**src/rtl/fbc_pkg.sv**
```systemverilog
package fbc_pkg;

    typedef enum logic [2:0] {
        OP_LOAD = 3'd0,
        OP_AND  = 3'd1,
        OP_OR   = 3'd2,
        OP_XOR  = 3'd3,
        OP_ADD  = 3'd4
    } scr_op_e;

    typedef enum logic [1:0] {
        SRC_HOLD,
        SRC_SCRIPT,
        SRC_CAPTURE,
        SRC_MIRROR
    } upd_src_e;

    typedef struct packed {
        logic armed;
        logic valid;
    } arm_state_t;

    function automatic logic is_input_phase(input logic [2:0] ph);
        return ph[0];
    endfunction

endpackage

```
**src/rtl/fbc_alu.sv**
```systemverilog
module fbc_alu #(
    parameter int W = 8
) (
    input  logic [W-1:0] acc,
    input  logic [W-1:0] operand,
    input  logic [2:0]   op,
    output logic [W-1:0] result,
    output logic         carry_new,
    output logic         op_ok
);
    import fbc_pkg::*;

    logic [W:0] sum;

    always_comb begin
        sum       = {1'b0, acc} + {1'b0, operand};
        result    = acc;
        carry_new = 1'b0;
        op_ok     = 1'b1;
        case (op)
            OP_LOAD: result = operand;
            OP_AND:  result = acc & operand;
            OP_OR:   result = acc | operand;
            OP_XOR:  result = acc ^ operand;
            OP_ADD: begin
                result    = sum[W-1:0];
                carry_new = sum[W];
            end
            default: op_ok = 1'b0;
        endcase
    end

endmodule

```
**src/rtl/fbc_arm_ctrl.sv**
```systemverilog
module fbc_arm_ctrl #(
    parameter int PW = 3
) (
    input  logic                clk,
    input  logic                rst,
    input  logic                cmd_start,
    input  logic [PW-1:0]       cmd_phase,
    input  logic                byte_valid,
    input  logic                scr_take,
    output logic                capture,
    output fbc_pkg::arm_state_t st
);
    import fbc_pkg::*;

    logic start_in;

    assign start_in = cmd_start && is_input_phase(cmd_phase[2:0]);
    assign capture  = st.armed && byte_valid && !cmd_start;

    always_ff @(posedge clk) begin
        if (rst) begin
            st <= '0;
        end else if (cmd_start) begin
            st.armed <= start_in;
            if (start_in) st.valid <= 1'b0;
        end else if (capture) begin
            st.armed <= 1'b0;
            st.valid <= !scr_take;
        end
    end

    // input command start clears the valid flag and arms
    a_r1_rearm: assert property (@(posedge clk) disable iff (rst)
        start_in |=> (st.armed && !st.valid));

    // an uncontested capture marks the byte valid and disarms
    a_r2_valid_set: assert property (@(posedge clk) disable iff (rst)
        (capture && !scr_take) |=> (st.valid && !st.armed));

    // output command start disarms
    a_r10_out_disarm: assert property (@(posedge clk) disable iff (rst)
        (cmd_start && !cmd_phase[0]) |=> !st.armed);

endmodule

```
**src/rtl/fbc_first_byte_reg.sv**
```systemverilog
module fbc_first_byte_reg #(
    parameter int DATA_W  = 8,
    parameter int PHASE_W = 3
) (
    input  logic               clk,
    input  logic               rst,
    input  logic               cmd_start,
    input  logic [PHASE_W-1:0] cmd_phase,
    input  logic               byte_valid,
    input  logic [DATA_W-1:0]  byte_data,
    input  logic               sel_active,
    input  logic               mirror_dis,
    input  logic [DATA_W-1:0]  bus_low,
    input  logic               scr_we,
    input  logic [2:0]         scr_op,
    input  logic [DATA_W-1:0]  scr_operand,
    input  logic               host_we,
    input  logic [DATA_W-1:0]  host_wdata,
    input  logic               ld_we,
    input  logic [DATA_W-1:0]  ld_wdata,
    output logic [DATA_W-1:0]  rd_data,
    output logic               rd_valid,
    output logic               carry_out
);
    import fbc_pkg::*;

    logic [DATA_W-1:0] acc_q;
    logic              carry_q;
    logic [DATA_W-1:0] alu_res;
    logic              alu_carry;
    logic              alu_ok;
    logic              scr_take;
    logic              capture;
    logic              mirror_on;
    arm_state_t        arm_st;
    upd_src_e          src;
    logic              unused_ignored_ports;

    // host and load-instruction writes have no path into the register
    assign unused_ignored_ports = ^{host_we, host_wdata, ld_we, ld_wdata};

    fbc_alu #(.W(DATA_W)) alu_i (
        .acc       (acc_q),
        .operand   (scr_operand),
        .op        (scr_op),
        .result    (alu_res),
        .carry_new (alu_carry),
        .op_ok     (alu_ok)
    );

    assign scr_take  = scr_we && alu_ok;
    assign mirror_on = sel_active && !mirror_dis;

    fbc_arm_ctrl #(.PW(PHASE_W)) arm_i (
        .clk        (clk),
        .rst        (rst),
        .cmd_start  (cmd_start),
        .cmd_phase  (cmd_phase),
        .byte_valid (byte_valid),
        .scr_take   (scr_take),
        .capture    (capture),
        .st         (arm_st)
    );

    always_comb begin
        if (scr_take)       src = SRC_SCRIPT;
        else if (capture)   src = SRC_CAPTURE;
        else if (mirror_on) src = SRC_MIRROR;
        else                src = SRC_HOLD;
    end

    always_ff @(posedge clk) begin
        if (rst) begin
            acc_q   <= '0;
            carry_q <= 1'b0;
        end else begin
            case (src)
                SRC_SCRIPT: begin
                    acc_q   <= alu_res;
                    carry_q <= alu_carry;
                end
                SRC_CAPTURE: acc_q <= byte_data;
                SRC_MIRROR:  acc_q <= bus_low;
                default:     acc_q <= acc_q;
            endcase
        end
    end

    assign rd_data   = acc_q;
    assign rd_valid  = arm_st.valid;
    assign carry_out = carry_q;

    // ignored write ports cannot move the register
    a_r3_r4_ports_ignored: assert property (@(posedge clk) disable iff (rst)
        ((host_we || ld_we) && !scr_we && !byte_valid && !mirror_on)
        |=> $stable(rd_data));

    // script write beats a same-cycle capture
    a_r11_script_wins: assert property (@(posedge clk) disable iff (rst)
        (scr_take && capture) |=> (rd_data == $past(alu_res) && !rd_valid));

    // mirror follows the bus when nothing else writes
    a_r6_mirror: assert property (@(posedge clk) disable iff (rst)
        (mirror_on && !scr_we && !byte_valid) |=> (rd_data == $past(bus_low)));

    // bytes while disarmed leave the value alone
    a_r9_late_bytes: assert property (@(posedge clk) disable iff (rst)
        (byte_valid && !arm_st.armed && !scr_we && !mirror_on) |=> $stable(rd_data));

    // reserved op leaves carry untouched
    a_r12_reserved_op: assert property (@(posedge clk) disable iff (rst)
        (scr_we && scr_op > 3'd4) |=> $stable(carry_out));

endmodule

```
**config.mk**
```make
export PLATFORM = sky130hd
export DESIGN_NAME = fbc_first_byte_reg
export DESIGN_NICKNAME = d
export VERILOG_FILES = /design/src/rtl/fbc_pkg.sv /design/src/rtl/fbc_alu.sv /design/src/rtl/fbc_arm_ctrl.sv /design/src/rtl/fbc_first_byte_reg.sv
export SDC_FILE = /design/constraint.sdc
export NUM_CORES = 1
export LEC_CHECK = 0
export CORE_UTILIZATION = 55
export CTS_BUF_LIST = sky130_fd_sc_hd__clkbuf_4
export CTS_CLUSTER_SIZE = 30
export DETAILED_ROUTE_END_ITERATION = 12
export DONT_BUFFER_PORTS = 1
export GPL_TIMING_DRIVEN = 0
export PLACE_DENSITY_LB_ADDON = 0.25
export SYNTH_ARGS = -nofsm -noshare
export SYNTH_HDL_FRONTEND = slang
export SYNTH_SLANG_ARGS = --single-unit
export TNS_END_PERCENT = 10
```
**constraint.sdc**
```tcl
create_clock -name clk -period 5 [get_ports clk]
set_input_delay 1 -clock clk [delete_from_list [all_inputs] [get_ports clk]]
set_output_delay 1 -clock clk [all_outputs]
set_load 0.05 [all_outputs]
```
==> reports/results.tsv, run 1 <==
stage	metric	value	unit
sta	Max Clk Rate	0.390	GHz
detailed_routing	DRT iter0 DRCs	46	
pwr	switching portion of total power	42.6	%
sta	crit path time final	2.56	ns
yosys	top cells by area, synth	dfxtp_1, ha_1, mux2i_1	
detailed_routing	first-pass iteration count of the detailed router	4	
worst_hold_path	hold endpoint	arm_i.st[1]	
grt	largest net degree at the start of global routing	11	
yosys	Synth cell types	47	
critical_path	Critical R2R Launch	rd_data[0]	
grt	met1 global-route usage	36.2	%
finish	share of cells above drive strength 1	13.6	%
sta	clock skew	0.000959	ns
clocking	setup repair bufs after CTS	0	
sta	Period Utilization, post-route	51.2	%
detailed_routing	antenna-violating nets left	0	
finish	area of the multi-input gates	0.00108	mm²
sta	Worst Max-Slew Pin Slew	0.580	ns
yosys	cell with the most instances after synthesis	inv_1	
yosys	Commonest cells post-synth	inv_1, nor2_1, ha_1, a21oi_1, nor3_1	
critical_path	crit path kind	register to register	
critical_path	crit end category	register	
finish	Area growth syn-to-layout	4.65	%
yosys	Ys Warns	0	
pwr	Peak supply drop	215	µV
clocking	Inserted Clock Buffers	3	
finish	post-route cell area	0.00152	mm²
critical_path	crit path DAT	2.73	ns
clocking	Clock Sinks	11	
finish	nets	264	
grt	GRT busiest layer	met2	
yosys	ys async rst share	0	%
worst_hold_path	Hold/Removal Path Class	register to register	
grt	Global Route Usage Sum	28.3	%
grt	grt met2 use	48.3	%
worst_hold_path	Hold Path Cell Cnt	2	
pwr	Comb power frac	39.9	%
clocking	CTS tree	done	
grt	met3 usage	6.03	%
critical_path	R2R Setup Slk	2.44	ns
sta	Max Transition Viols Final	0	
placement	Final GP Congestion	0.834	
pwr	Design Power	331	µW
yosys	FF+latch count, synth	11	
sta	Fin. Hold Viols	0	
pwr	P per Cell Area	218	mW/mm²
detailed_routing	vias per inst	6.34	
die	die width	53.4	µm
placement	Placed Area	0.00149	mm²
clocking	quantity of gates resized following cts	0	
critical_path	R2R cell count	8	
yosys	Synth area leader	dfxtp_1	
placement	PortBufs	0	
grt	first-pass GRT wire length	5810	µm
pwr	clock power share	21.7	%
yosys	Main synth FF type	dfxtp_1	
status	status	finished clean	
pwr	Int Power	190	µW
pwr	Leak Pwr	0.640	nW
placement	DP HPWL	2920	µm
yosys	Yosys top cell area share	15.2	%
die	Starting Density	58.6	%
grt	initial antenna violation count	0	
sta	setup ws final	2.44	ns
placement	DP Worst Slack	2.23	ns
yosys	syn_area_per_cell	7.77	µm²
die	Die H	53.4	µm
critical_path	R2R Path End	rd_data[6]	
sta	Final setup viols	0	
yosys	Gate Count Post-Synth	187	
clocking	CTS Buffer Depth	2	
critical_path	worst-path maximum fanout	4	
detailed_routing	Post-route DRC	0	
placement	dpl cells	217	
finish	ant diodes	0	
finish	Seq. cell area	220	µm²
detailed_routing	Vias	1402	
pwr	power share of the sequential group	38.4	%
clocking	clock root buffer	clkbuf_4	
yosys	Syn Nets	259	
worst_hold_path	Hold Startpoint	arm_i.st[1]	
die	core area	0.00248	mm²
clocking	clock latency at the later pin of the worst-skew pair	0.27	ns
detailed_routing	Routed WL per cell	16.9	µm
finish	fin util	61.4	%
yosys	post-synthesis sequential area ratio	15.2	%
die	die footprint	0.00285	mm²
clocking	Hold-fix buffers, CTS	0	
clocking	clock-pin slew on the worst setup and hold paths	0.08	ns
run	max_cap viols	0	
pwr	switching pwr	141	µW
clocking	CTS H-tree lvls	1	
die	Std-Cell Rows	18	
finish	Post-Layout Cell Count	221	
grt	grt total ovfl	0	
sta	unrepaired setup endpoints after global routing	no	
grt	vias in the first global route	1326	
sta	Hold WS	0.592	ns
critical_path	Worst Path Required	5.17	ns
yosys	Synth Cell Area	0.00145	mm²
sta	TNS Setup	0	ns
detailed_routing	Final Routed Wirelength	3740	µm
sta	slew margin rel.	61.3	%
die	Boundary Pins	65	
finish	Filler cells	231	
critical_path	CP Launch Type	register	
yosys	Post-synth EDFFs	0	
==> registers in the layout, summed over array words and instances (netlist names) <==
signal,flops
carry_out,1
rd_data,8
arm_i.st,2
==> placed cells by master (no fill, tap or decap), types with 2 or more instances in the layout <==
cell	n
a2111oi_2	2
clkbuf_1	2
nand3_1	4
a31o_2	2
o22ai_1	2
o211ai_1	5
o21ai_0	9
dfxtp_1	11
clkbuf_4	4
nor3_1	12
or3_1	7
ha_1	16
o221ai_1	3
a221oi_1	3
o221a_2	2
nor2_1	18
xnor2_1	2
mux2i_1	8
a21oi_1	12
xor2_1	3
buf_6	5
inv_1	19
a22oi_1	5
nand2_1	11
==> logic make-up after synthesis <==
group                    Yosys count  share of synthesized area (%)
multiplexers                       9                           6.29
adder cells (fa/ha/maj)           17                           15.2
flip-flops                        11                           15.2
XOR/XNOR                           5                           3.02
buffers and inverters             27                           10.2
AND/OR/NAND/NOR                   65                           22.9
AO/OA/AOI/OAI                     53                           27.2
==> power groups by stage <==
stage,clock (mW),sequential (mW),combinational [mW]
finish,0.0720,0.127,0.132
global placement,0,0.129,0.126
detailed placement,0,0.130,0.130
CTS,0.0724,0.128,0.131
global route,0.0785,0.129,0.147
floorplan,0,0.128,0.108
==> worst max-delay path, stage by stage, from the launching register on <==
cell      delay [ns]
dfxtp_1         0.69
ha_1            0.32
inv_1           0.07
fa_1            0.41
nor2b_1         0.17
o221ai_1        0.19
or3_1           0.39
a31oi_1         0.16
nor2_1          0.06
==> how the worst max path moves through the flow <==
stage	start	endpoint	slack [ns]	cells after the start
2_1_floorplan	scr_operand[0]	rd_data[4]	2.38	8
3_3_place_gp	scr_operand[0]	rd_data[4]	2.27	8
3_5_place_dp	scr_operand[0]	rd_data[6]	2.23	8
4_1_cts	rd_data[0]	rd_data[6]	2.42	8
5_1_grt	rd_data[0]	rd_data[6]	2.30	8
6_report	rd_data[0]	rd_data[6]	2.44	8
==> final cells by class <==
type,instances,area share [%]
Multi-Input combinational cell,149,71.3
Clock buffer,4,1.98
Sequential cell,11,14.5
Inverter,19,4.69
Buffer,8,5.10
Tap cell,30,2.47
==> layer usage <==
metal / up-vias / wire length (µm)
met5: - / 0
met4: 0 / 25
met3: 4 / 385
met2: 76 / 1810
met1: 631 / 1520
li1: 691 / -
Power figures use the tool's default switching activity.
==> run 2, diff against run 1 <==
clock period = 2.7 ns   (was 5 ns; I/O delays follow)
==> run 2 against run 1 <==
Effect of this change: count of clock-buffer cells in the layout unchanged; critical path depth fell by 1; core utilization is 0.051 points higher; via count unchanged; sequential share of layout area increased by 0.070 points; flip-flop and latch count unchanged; global-route usage stayed put; clock power up 85%; register-to-register slack worse by 2.2 ns; clock skew unchanged; highest routed layer unchanged.
==> reports/results.tsv, run 2 (synthesis results as in run 1) <==
stage	metric	value	unit
clocking	clock latency at the later pin of the worst-skew pair	0.27	ns
die	core area	0.00248	mm²
pwr	Design Power	614	µW
critical_path	Worst Path Required	2.86	ns
detailed_routing	DRT iter0 DRCs	46	
critical_path	crit end category	register	
sta	TNS Setup	0	ns
grt	grt total ovfl	0	
critical_path	delay of the slowest critical-path stage	0.69	ns
critical_path	Largest delay share family, worst path	compound AO/OA/AOI/OAI gates	
die	Boundary Pins	65	
sta	Fin. Hold Viols	0	
finish	fin util	61.4	%
finish	ant diodes	0	
placement	DP HPWL	2920	µm
clocking	clock root buffer	clkbuf_4	
sta	Final setup viols	0	
critical_path	worst-path maximum fanout	4	
clocking	CTS tree	done	
finish	Area growth syn-to-layout	4.74	%
sta	Max Clk Rate	0.405	GHz
detailed_routing	vias per inst	6.34	
critical_path	crit path cell chain	inv_1 > ha_1 > a211oi_2 > o31ai_1 > or3_1 > a311oi_1 > nor2_1	
critical_path	crit path kind	register to register	
grt	GRT busiest layer	met2	
finish	Post-Layout Cell Count	221	
detailed_routing	antenna-violating nets left	0	
critical_path	Buf/Inv on CP	1	
grt	Global Route Usage Sum	28.3	%
sta	Max Transition Viols Final	0	
sta	Worst Max-Slew Pin Slew	0.580	ns
detailed_routing	first-pass iteration count of the detailed router	4	
finish	Filler cells	230	
grt	grt met2 use	48.3	%
critical_path	crit path DAT	2.63	ns
die	Std-Cell Rows	18	
finish	share of cells above drive strength 1	14.1	%
status	status	finished clean	
die	die footprint	0.00285	mm²
finish	most frequent cells in the layout	inv_1, nor2_1, ha_1, nor3_1, a21oi_1	
finish	most common cell after layout, fill and taps aside	inv_1	
placement	PortBufs	0	
grt	initial antenna violation count	0	
sta	slew margin rel.	61.3	%
die	die width	53.4	µm
grt	met1 global-route usage	36.2	%
clocking	Clock Sinks	11	
sta	clock skew	0.000959	ns
finish	nets	264	
pwr	Leak Pwr	0.640	nW
pwr	P per Cell Area	404	mW/mm²
clocking	Inserted Clock Buffers	3	
grt	met3 usage	6.03	%
grt	largest net degree at the start of global routing	11	
clocking	Hold-fix buffers, CTS	0	
placement	Final GP Congestion	0.834	
placement	dpl cells	217	
detailed_routing	Vias	1402	
finish	max reg flops	8	
detailed_routing	Final Routed Wirelength	3740	µm
pwr	Peak supply drop	399	µV
sta	unrepaired setup endpoints after global routing	no	
die	Die H	53.4	µm
detailed_routing	Routed WL per cell	16.9	µm
grt	vias in the first global route	1326	
die	Starting Density	58.6	%
critical_path	CP Launch Type	register	
run	max_cap viols	0	
worst_hold_path	Hold/Removal Path Class	input pin to register	
clocking	CTS Buffer Depth	2	
sta	Period Utilization, post-route	91.5	%
critical_path	Slowest cell on crit path	dfxtp_1	
detailed_routing	Post-route DRC	0	
grt	first-pass GRT wire length	5810	µm
clocking	CTS H-tree lvls	1	
sta	crit path time final	2.47	ns
clocking	clock-pin slew on the worst setup and hold paths	0.08	ns
run 2: layout make-up:
| class | instances | area, µm² | area share, % |
|---|---|---|---|
| Inverter | 19 | 71.3 | 4.69 |
| Clock buffer | 4 | 30.0 | 1.97 |
| Buffer | 8 | 77.6 | 5.10 |
| Multi-Input combinational cell | 149 | 1080 | 71.2 |
| Sequential cell | 11 | 221 | 14.6 |
| Tap cell | 30 | 37.5 | 2.47 |
run 2: through the flow:
stage | area [µm²] | hold slack [ns] | worst slack [ns]
2_1_floorplan | 1450 | 0.561 | 0.313
3_3_place_gp | 1490 | 0.572 | 0.179
3_5_place_dp | 1490 | 0.581 | 0.141
4_1_cts | 1520 | 0.319 | 0.123
5_1_grt | 1520 | 0.313 | 0.0601
6_report | 1520 | 0.323 | 0.230
run 2: worst paths after layout:
kind,from,depth (start not counted),slack (ns),endpoint
max reg2reg,rd_data[1],7,0.23,rd_data[7]
min,rst,1,0.32,arm_i.st[0]
max,rd_data[1],7,0.23,rd_data[7]
min reg2reg,arm_i.st[1],2,0.59,arm_i.st[1]
run 2: worst register-to-register path, cell delays in order, from the launching register on:
cell      delay, ns
dfxtp_1        0.69
inv_1          0.18
ha_1           0.35
a211oi_2       0.24
o31ai_1        0.17
or3_1          0.37
a311oi_1       0.29
nor2_1         0.07
run 2: where the power goes:
part / switching (mW) / internal [mW]
Combinational: 0.136 / 0.109
Clock: 0.0660 / 0.0672
Sequential: 0.0598 / 0.176
run 2: per-layer routing:
metal,up-vias,routed length (µm),part of all wire (%)
li1,691,-,-
met1,631,1520,41
met2,76,1810,48
met3,4,385,10
met4,0,25,0.67
met5,-,0,0
run 2: repair_timing:
action / CTS / global route
gates resized for setup: 0 / 1
setup buffers: 0 / 0
endpoints found under the setup margin: 0 / 1
